$ cat src/rtl/acc_lshift_pkg.sv
package acc_lshift_pkg;
    parameter int ACC_W = 32;
    parameter int CNT_W = 16;
    localparam int AMT_W = $clog2(ACC_W);

    typedef struct packed {
        logic [ACC_W-1:0] acc;
        logic             c;
        logic             z;
        logic             n;
        logic             rpt_clr;
    } lsh_state_t;
endpackage

$ cat src/rtl/acc_lshift_barrel.sv
module acc_lshift_barrel #(
    parameter int W     = 32,
    parameter int AMT_W = $clog2(W)
) (
    input  logic [W-1:0]     operand_i,
    input  logic [AMT_W-1:0] amt_i,
    output logic [W-1:0]     result_o,
    output logic             carry_o
);
    localparam int STAGES = AMT_W;
    localparam int XW     = W + 1;

    // One guard bit above the word catches the last bit to leave.
    logic [XW-1:0] stage_w [STAGES+1];

    assign stage_w[0] = {1'b0, operand_i};

    genvar s;
    generate
        for (s = 0; s < STAGES; s++) begin : g_stage
            localparam int DIST = 1 << s;
            always_comb begin
                if (amt_i[s]) begin
                    stage_w[s+1] = stage_w[s] << DIST;
                end else begin
                    stage_w[s+1] = stage_w[s];
                end
            end
        end
    endgenerate

    assign result_o = stage_w[STAGES][W-1:0];
    assign carry_o  = stage_w[STAGES][W];

    // a zero distance leaves the word alone and clears carry
    always_comb begin
        if (amt_i == '0) begin
            p_zero_dist_r4: assert (carry_o == 1'b0 && result_o == operand_i);
        end
    end
endmodule

$ cat src/rtl/acc_lshift_flags.sv
module acc_lshift_flags #(
    parameter int W = 32
) (
    input  logic [W-1:0] result_i,
    output logic         zero_o,
    output logic         neg_o
);
    assign zero_o = (result_i == '0);
    assign neg_o  = result_i[W-1];
endmodule

$ cat src/rtl/acc_lshift_unit.sv
module acc_lshift_unit
    import acc_lshift_pkg::*;
(
    input  logic             clk,
    input  logic             rst,
    input  logic             exec_i,
    input  logic             rpt_active_i,
    input  logic [ACC_W-1:0] acc_i,
    input  logic [CNT_W-1:0] cnt_i,
    output logic [ACC_W-1:0] acc_o,
    output logic             c_o,
    output logic             z_o,
    output logic             n_o,
    output logic             rpt_clr_o
);
    logic [AMT_W-1:0] amt_w;
    logic [ACC_W-1:0] shifted_w;
    logic             carry_w;
    logic             zero_w;
    logic             neg_w;
    lsh_state_t       state_d;
    lsh_state_t       state_q;

    // Only the low count bits select a distance.
    assign amt_w = cnt_i[AMT_W-1:0];

    acc_lshift_barrel #(
        .W     (ACC_W),
        .AMT_W (AMT_W)
    ) i_barrel (
        .operand_i (acc_i),
        .amt_i     (amt_w),
        .result_o  (shifted_w),
        .carry_o   (carry_w)
    );

    acc_lshift_flags #(
        .W (ACC_W)
    ) i_flags (
        .result_i (shifted_w),
        .zero_o   (zero_w),
        .neg_o    (neg_w)
    );

    always_comb begin
        state_d         = state_q;
        state_d.rpt_clr = exec_i & rpt_active_i;
        if (exec_i) begin
            state_d.acc = shifted_w;
            state_d.c   = carry_w;
            state_d.z   = zero_w;
            state_d.n   = neg_w;
        end
    end

    always_ff @(posedge clk) begin
        if (rst) begin
            state_q <= '0;
        end else begin
            state_q <= state_d;
        end
    end

    assign acc_o     = state_q.acc;
    assign c_o       = state_q.c;
    assign z_o       = state_q.z;
    assign n_o       = state_q.n;
    assign rpt_clr_o = state_q.rpt_clr;

    // no strobe, no change
    p_hold_r7: assert property (@(posedge clk) disable iff (rst)
        !exec_i |=> ($stable(acc_o) && $stable(c_o) && $stable(z_o) && $stable(n_o)));

    // zero flag agrees with the loaded result
    p_zero_flag_r5: assert property (@(posedge clk) disable iff (rst)
        ($past(exec_i) && !$past(rst)) |-> (z_o == (acc_o == '0)));

    // negative flag agrees with the loaded result
    p_neg_flag_r6: assert property (@(posedge clk) disable iff (rst)
        ($past(exec_i) && !$past(rst)) |-> (n_o == acc_o[ACC_W-1]));

    // a clear pulse only follows an execute under a repeat prefix
    p_rpt_pulse_r8: assert property (@(posedge clk) disable iff (rst)
        rpt_clr_o |-> ($past(exec_i) && $past(rpt_active_i)));

    // a zero low count field always yields a clear carry
    p_mask_carry_r1: assert property (@(posedge clk) disable iff (rst)
        (exec_i && cnt_i[AMT_W-1:0] == '0) |=> !c_o);
endmodule

$ cat config.mk
export PLATFORM = sky130hd
export DESIGN_NAME = acc_lshift_unit
export DESIGN_NICKNAME = d
export VERILOG_FILES = /design/src/rtl/acc_lshift_pkg.sv /design/src/rtl/acc_lshift_barrel.sv /design/src/rtl/acc_lshift_flags.sv /design/src/rtl/acc_lshift_unit.sv
export SDC_FILE = /design/constraint.sdc
export NUM_CORES = 1
export LEC_CHECK = 0
export ABC_AREA = 1
export BUFFER_PORTS_ARGS = -buffer_cell sky130_fd_sc_hd__buf_2
export CORE_UTILIZATION = 54
export CTS_BUF_LIST = sky130_fd_sc_hd__clkbuf_2 sky130_fd_sc_hd__clkbuf_4 sky130_fd_sc_hd__clkbuf_8
export DETAILED_ROUTE_END_ITERATION = 8
export GPL_TIMING_DRIVEN = 1
export PLACE_DENSITY_LB_ADDON = 0.2
export SLEW_MARGIN = 10
export SYNTH_ARGS = -nofsm -noshare
export SYNTH_HDL_FRONTEND = slang
export SYNTH_SLANG_ARGS = --single-unit
$ cat constraint.sdc
create_clock -name clk -period 3.2 [get_ports clk]
set_input_delay 0.32 -clock clk [delete_from_list [all_inputs] [get_ports clk]]
set_output_delay 0.32 -clock clk [all_outputs]
set_load 0.005 [all_outputs]
* After elaboration in Yosys (flattened, before gate mapping)
Cells that the tools add are included.
Cells by class: mux-type cells 5, bitwise operators 1, reduce and logical (&&, ||, !) cells 1
Operators by type and width (count):
- 2-to-1 mux 33 bit | 5
- logical NOT 32 bit | 1
- bitwise AND 1 bit | 1
Word-level totals: register bits 36, output and inout port bits 36

* Longest topological paths before layout
Gate-level depths: netlist of the first run.
depth after elaboration 6, gate-level depth with buffers 16

* Cells and area by module
Synthesis of the first run repeated with hierarchy kept, for this count alone.
Second synthesis, totals: cells, all modules 630, area, all modules 3415.8 µm²
Modules (own cells, without submodules):
- acc_lshift_barrel | times used 1, cells each 373, area each 1805.5 µm², sequential area each 0.0 µm²
- acc_lshift_unit | times used 1, cells each 225, area each 1486.4 µm², sequential area each 720.7 µm²
- acc_lshift_flags | times used 1, cells each 32, area each 123.9 µm², sequential area each 0.0 µm²

* Least setup slack after synthesis of the first run
No wires, ideal clock.
path kind input to register, from in cnt_i[0], to reg state_q (netlist bit z_o), data arrival time 1.484 ns, setup slack 1.649 ns, cell stages on the path 13, buffers on the path 2, cells stage by stage buf_6 -> buf_4 -> nand2_1 -> nand3_1 -> nand3_1 -> nand3_1 -> nand3_1 -> nand2_1 -> nor2_1 -> nand2_1 -> nor2_1 -> nand3_1 -> a21oi_2
Between the ends: cells in the longest elaborated chain, start to end 6
Ends and longest elaborated chain:
- from (decl) | line acc_lshift_unit.sv:9 | input logic [CNT_W-1:0] cnt_i,
- 2-to-1 mux 33 bit (5 in a row) | line acc_lshift_barrel.sv:23 | if (amt_i[s]) begin
- logical NOT 32 bit | line acc_lshift_flags.sv:8 | assign zero_o = (result_i == '0);
- to (signal assigned) | line acc_lshift_unit.sv:60 | state_q <= state_d;
- to (decl) | line acc_lshift_unit.sv:22 | lsh_state_t state_q;
No other way between the ends. A chain may end at the register's enable or synchronous reset.

* Final worst setup path of the first run
from in cnt_i[2], to reg state_q (netlist bit z_o)
Between the ends: cells in the longest elaborated chain, start to end 4
Ends and longest elaborated chain (line):
- 2-to-1 mux 33 bit (3 in a row) | acc_lshift_barrel.sv:23
- logical NOT 32 bit | acc_lshift_flags.sv:8
No other way between the ends.

==> impl_results.md, run 1 <==
* Outcome: finished, final reports clean
* Critical path class: input pin to flop
* Post-synthesis cell count at 539
* Buf/Inv on CP at 2
* RD Place Congestion at 0.958
* Post-CTS sizing at 0
* Starting Density at between 50% and 60%
* Post-route DRC at 0
* Share of cells above drive strength 1 at between 10% and 20%
* Crit-path slowest cell: buf_2
* Yosys Warn Count at 0
* Pre-Repair DR Iteration Count at 5
* Worst Skew at 0 ns
* Critical path launch point type: input pin
* Vias/cell at 5.74
* Antenna-violating nets left at 0
* Die height at 77.0 um
* Initial antenna violation count at 0
* RSZ-0062 raised after global routing: false
* Hold violation count in the final report at 0
* Largest net degree at the start of global routing at 37
* Average wire per standard cell at 13.6 um
* Critical Path End Type: flop
* PD cells at about 350 nW/um^2
* DP HPWL at 6.68 mm
* Post-synth EDFFs at 0
* Post-CTS Setup Inserts at 0
* Worst path cell trace: buf_2 -> inv_2 -> nand3_1 -> nand2_1 -> nand3_1 -> nand2_1 -> nor2_1 -> nand2_1 -> nor2_1 -> nand3_1 -> a21oi_2
* Crit path time final at ~2.1 ns
* CTS Hold Buffers Added at 0
* CP max stage delay at between 0.4 and 0.5 ns
* CTS tree: built
* Fmax at 487 MHz
* Synth cell types at 23
* Async set-reset flop share out of synthesis at 0%
* Vias at 3766
* CTS sink cnt at 35
* Die width at about 77 um
* Inserted Clock Buffers at 5
* Synth Flop Type: dfxtp_1
* Rel. slew slack at a little over two fifths
* Final count of pins violating max slew at 0
* Final period utilization at 64.2%
* H-tree Lvls at 2
* Critical-path maximum fanout at 35
* Hold Path Stages at 3
* Sequential fraction of the synthesis area at a little under a quarter
* Row count at 26
* Clock transition at the registers of the reported paths at 0.07 ns
* Vias in the first global route at about 3300
* Mapped Area at 3040 um^2
* CP Data Arrival Time at 2.28 ns
* Maxcap violations at 0
* Pleak at 0.00180 uW
* Diode count at 0
* First-pass GRT wire length at roughly 15 mm
* Core footprint at 5270 um^2
* Die ar. at a little under 6000 um^2
* Layout Nets at 638
* Layout area overhead at 12.4%
* Routed wire length at 8.91 mm
* R2R depth at 4
* Mapped Nets at 591
* Setup TNS Final at 0 ns
* Setup-failing EPs final at 0
* Worst vdd ir at roughly 0.29 mV
* # IOs at 88
* Longest Clk Path Bufs at 2
* Clk_lat worst skew at 0.28 ns
* Synthesized flop and latch total at 35
* Hold Crit Class: input pin to flop
* CP Data Required Time at 3.43 ns
* Final global-route overflow total at 0
* Pin slew with the least headroom to its limit at 0.860 ns
* CP top delay family: simple AND/OR/NAND/NOR gates
* WP depth at 11
* Port Buffers at 76
* Total track usage at 31.1%
* 1st-iter DRT viols at approximately 290
* Worst hold margin at 0.253 ns
* Avg Synthesized Cell Area at 5.63 um^2
* Clock root buffer: clkbuf_8
## placed cells by master, fill, tap and decap left out
cell / count
a21oi_1: 9
a21oi_2: 1
a31oi_1: 2
buf_2: 76
buf_4: 5
clkbuf_8: 6
clkinv_1: 1
clkinv_2: 1
dfxtp_1: 35
inv_1: 22
inv_2: 2
inv_4: 1
nand2_1: 116
nand2_2: 11
nand3_1: 206
nand3_2: 2
nand4_1: 4
nor2_1: 53
nor3_1: 1
nor3_2: 1
o211ai_1: 1
o21ai_0: 30
## synth_stat cells, types with 4 or more instances
master	instances	area, um^2
nand3_1	206	1030
nand2_2	11	68.8
buf_6	4	45.0
nor2_1	53	199
clkbuf_1	21	78.8
dfxtp_1	35	701
buf_4	6	45.0
nand4_1	4	25.0
a21oi_1	9	45.0
o21ai_0	30	150
inv_1	22	82.6
buf_2	8	40.0
nand2_1	116	435
## metal layers
| layer | vias up | track usage [%] | wire, um |
|---|---|---|---|
| li1 | 1916 | - | - |
| met1 | 1684 | 40.9 | 4080 |
| met2 | 145 | 52.5 | 4150 |
| met3 | 21 | 4.17 | 498 |
| met4 | 0 | 9.25 | 183 |
| met5 | - | 0 | 0 |
## report_power, final
part	internal (uW)	switching (uW)
Clock	169	148
Sequential	463	12.5
Combinational	143	271
Total	775	431
## worst min-delay path: stages
cell     delay [ns]
buf_2          0.07
nand2_1        0.04
nor2_1         0.07
## path summary, 6_finish.rpt
path | slack (ns) | end | start
min reg2reg | 0.48 | acc_o[10] | acc_o[10]
min | 0.25 | rpt_clr_o | rpt_active_i
max reg2reg | 2.50 | acc_o[18] | acc_o[18]
max | 1.15 | z_o | cnt_i[2]
## kinds of logic (layout without fill, tap and decap cells)
family          Yosys count  in the layout  synth area share [%]
compound gates           43             43                  7.38
simple gates            394            394                  59.1
flops                    35             35                  23.1
buf+inv                  67            114                  10.4
## final cells by class
type	instances	area, um^2
Multi-Input combinational cell	437	2020
Fill cell	560	1860
Sequential cell	35	701
Timing Repair Buffer	81	418
Inverter	26	100
Tap cell	70	87.6
Clock buffer	6	82.6
Clock inverter	1	5.00
## registers in the layout, summed over array words and instances, names as in the netlist
name       count
acc_o         32
c_o            1
rpt_clr_o      1
z_o            1
## per-stage QoR
stage	cell area, um^2	setup WS, ns	instances	power (uW)	utilization, %
after floorplan	3040	1.65	539	779	-
after global placement	3320	0.863	649	886	63.1
after detailed placement	3320	0.892	649	891	63.1
after CTS	3410	1.19	656	1200	64.7
after global routing	3410	0.963	656	1280	64.7
final	3410	1.15	656	1210	64.7
Power figures use the tool's default switching activity.
==> run 2, diff against run 1 <==
--- a/config.mk
+++ b/config.mk
@@ -7,7 +7,7 @@
 export LEC_CHECK = 0
 export ABC_AREA = 1
 export BUFFER_PORTS_ARGS = -buffer_cell sky130_fd_sc_hd__buf_2
-export CORE_UTILIZATION = 54
+export CORE_UTILIZATION = 49
 export CTS_BUF_LIST = sky130_fd_sc_hd__clkbuf_2 sky130_fd_sc_hd__clkbuf_4 sky130_fd_sc_hd__clkbuf_8
 export DETAILED_ROUTE_END_ITERATION = 8
 export GPL_TIMING_DRIVEN = 1
==> constraint.sdc (replaced) <==
create_clock -name clk -period 1.7 [get_ports clk]
set_input_delay 0.17 -clock clk [delete_from_list [all_inputs] [get_ports clk]]
set_output_delay 0.17 -clock clk [all_outputs]
set_load 0.005 [all_outputs]
==> run 2 against run 1 <==
Power increased by 110%. Sequential power is 88% higher. Sequential share of layout area decreased by 2.2 points. Non-clock buffer count rose by 38. Largest power group is now combinational logic. Highest routed layer unchanged.
==> impl_results.md, run 2 (synthesized netlist as in run 1, its figures left out) <==
* Outcome: finished, final reports clean
* Worst path cell trace: clkbuf_4 -> inv_4 -> buf_12 -> nand2_2 -> nand3_1 -> nand3_1 -> nand3_1 -> nand3_1 -> nand2_1 -> nor2_1 -> nand2_1 -> nor2_1 -> nand3_1 -> a21oi_2
* RSZ-0062 raised after global routing: false
* Pin slew with the least headroom to its limit at between 0.4 and 0.5 ns
* Crit path time final at roughly 1.5 ns
* Initial antenna violation count at 0
* CTS Hold Buffers Added at 0
* Largest net degree at the start of global routing at 36
* Post-CTS sizing at 0
* Clk_lat worst skew at 0.28 ns
* RD Place Congestion at 0.925
* H-tree Lvls at 2
* Vias/cell at 5.57
* Average wire per standard cell at 13.7 um
* Routed wire length at 9.58 mm
* Critical path class: input pin to flop
* Total track usage at between 30% and 40%
* # IOs at 88
* Worst Setup Slack, final at 0.190 ns
* Sw power at 880 uW
* Final count of pins violating max slew at 0
* Layout area overhead at 25.8%
* Worst hold margin at 0.101 ns
* Antenna-violating nets left at 0
* Pleak at 0.00202 uW
* Slack of the worst reg-to-reg path at 1.01 ns
* Inserted Clock Buffers at 5
* Die ar. at 6510 um^2
* Hold violation count in the final report at 0
* Leading cell type in the layout, fill and taps excluded: nand3_1
* CP Data Required Time at 1.92 ns
* Clock power share at 29.6%
* Maxcap violations at 0
* DP HPWL at 7.56 mm
* Die width at 80.7 um
* Layout Nets at 676
* Die height at slightly above 80 um
* Filler cells at 601
* Starting Density at 51.0%
* Post-route DRC at 0
* Worst Skew at 0 ns
* Clock transition at the registers of the reported paths at 0.08 ns
* CP max stage delay at 0.17 ns
* Port Buffers at 76
* Critical-path maximum fanout at 22
* Place WS at -0.0881 ns
* Crit-path slowest cell: clkbuf_4
* Internal power at between 1500 and 2000 uW
* Layout Cells excl Fill at 700
* Vias in the first global route at 3408
* Most frequent cell on the critical path: nand3_1
* Sequential Power Share at 35.0%
* Share of cells above drive strength 1 at 23.2%
* Power share of the combinational group at 35.4%
* PD cells at 668 nW/um^2
* CTS sink cnt at 35
* Setup TNS Final at 0 ns
* First-pass GRT wire length at 15.6 mm
* CTS tree: built
* Post-CTS Setup Inserts at 0
* Final period utilization at 88.8%
* Rel. slew slack at 71.2%
* Longest Clk Path Bufs at 2
* Post-route cell area at roughly 3800 um^2
* Hold Crit Class: input pin to flop
* Final global-route overflow total at 0
* Placed cells at 692
* 1st-iter DRT viols at approximately 270
* Diode count at 0
* Clock root buffer: clkbuf_8
* Setup-failing EPs final at 0
* Post-Place Cell Area at 3700 um^2
* Worst vdd ir at roughly 0.53 mV
* Sw frac at ~34%
* Pre-Repair DR Iteration Count at 5
* Largest register FFs at 32
* Fmax at 662 MHz
* Row count at 28
* CP Data Arrival Time at 1.73 ns
* Critical path launch point type: input pin
* Most frequent cells in the layout: 206 x nand3_1, 116 x nand2_1, 75 x buf_2
* Core footprint at about 6000 um^2
* Vias at 3902
* Critical Path End Type: flop
-- run 2: worst paths after layout --
kind / startpoint / to / cells after the start
min: rpt_active_i / rpt_clr_o / 3
max: cnt_i[0] / z_o / 14
max reg2reg: acc_o[31] / acc_o[31] / 4
min reg2reg: acc_o[10] / acc_o[10] / 2
-- run 2: worst max-delay path: cells and delay by family --
| family | cells | cell delay [ns] |
|---|---|---|
| AND/OR/NAND/NOR | 10 | 1.05 |
| buffers and inverters | 3 | 0.40 |
| AO/OA/AOI/OAI | 1 | 0.12 |
-- run 2: layout make-up --
class                      count  area, um^2  area share [%]
tap                           75        93.8            2.46
inverter                      26         101            2.65
sequential                    35         701            18.3
clock buffer                   5        68.8            1.80
timing repair buffer         119         793            20.8
clock inverter                 3        43.8            1.15
multi-input combinational    437        2020            52.8
-- run 2: power groups by stage --
stage,Combinational [uW],Clock (uW),Sequential (uW)
2_1_floorplan,548,0,918
3_3_place_gp,884,0,911
3_5_place_dp,892,0,913
4_1_cts,897,766,894
5_1_grt,1010,794,900
6_report,903,757,894
-- run 2: metal layers --
metal,GRT usage (%),up-vias,share of wire (%)
met5,0,-,0
met4,5.71,0,1.3
met3,4.55,10,5.5
met2,53.9,137,49
met1,39.0,1758,44
li1,-,1997,-
-- run 2: per-stage QoR --
| stage | util, % | total power (uW) |
|---|---|---|
| 3_5_place_dp | 62.2 | 1810 |
| 3_3_place_gp | 62.2 | 1790 |
| 4_1_cts | 64.1 | 2560 |
| 6_report | 64.1 | 2550 |
| 2_1_floorplan | - | 1470 |
| 5_1_grt | 64.1 | 2710 |
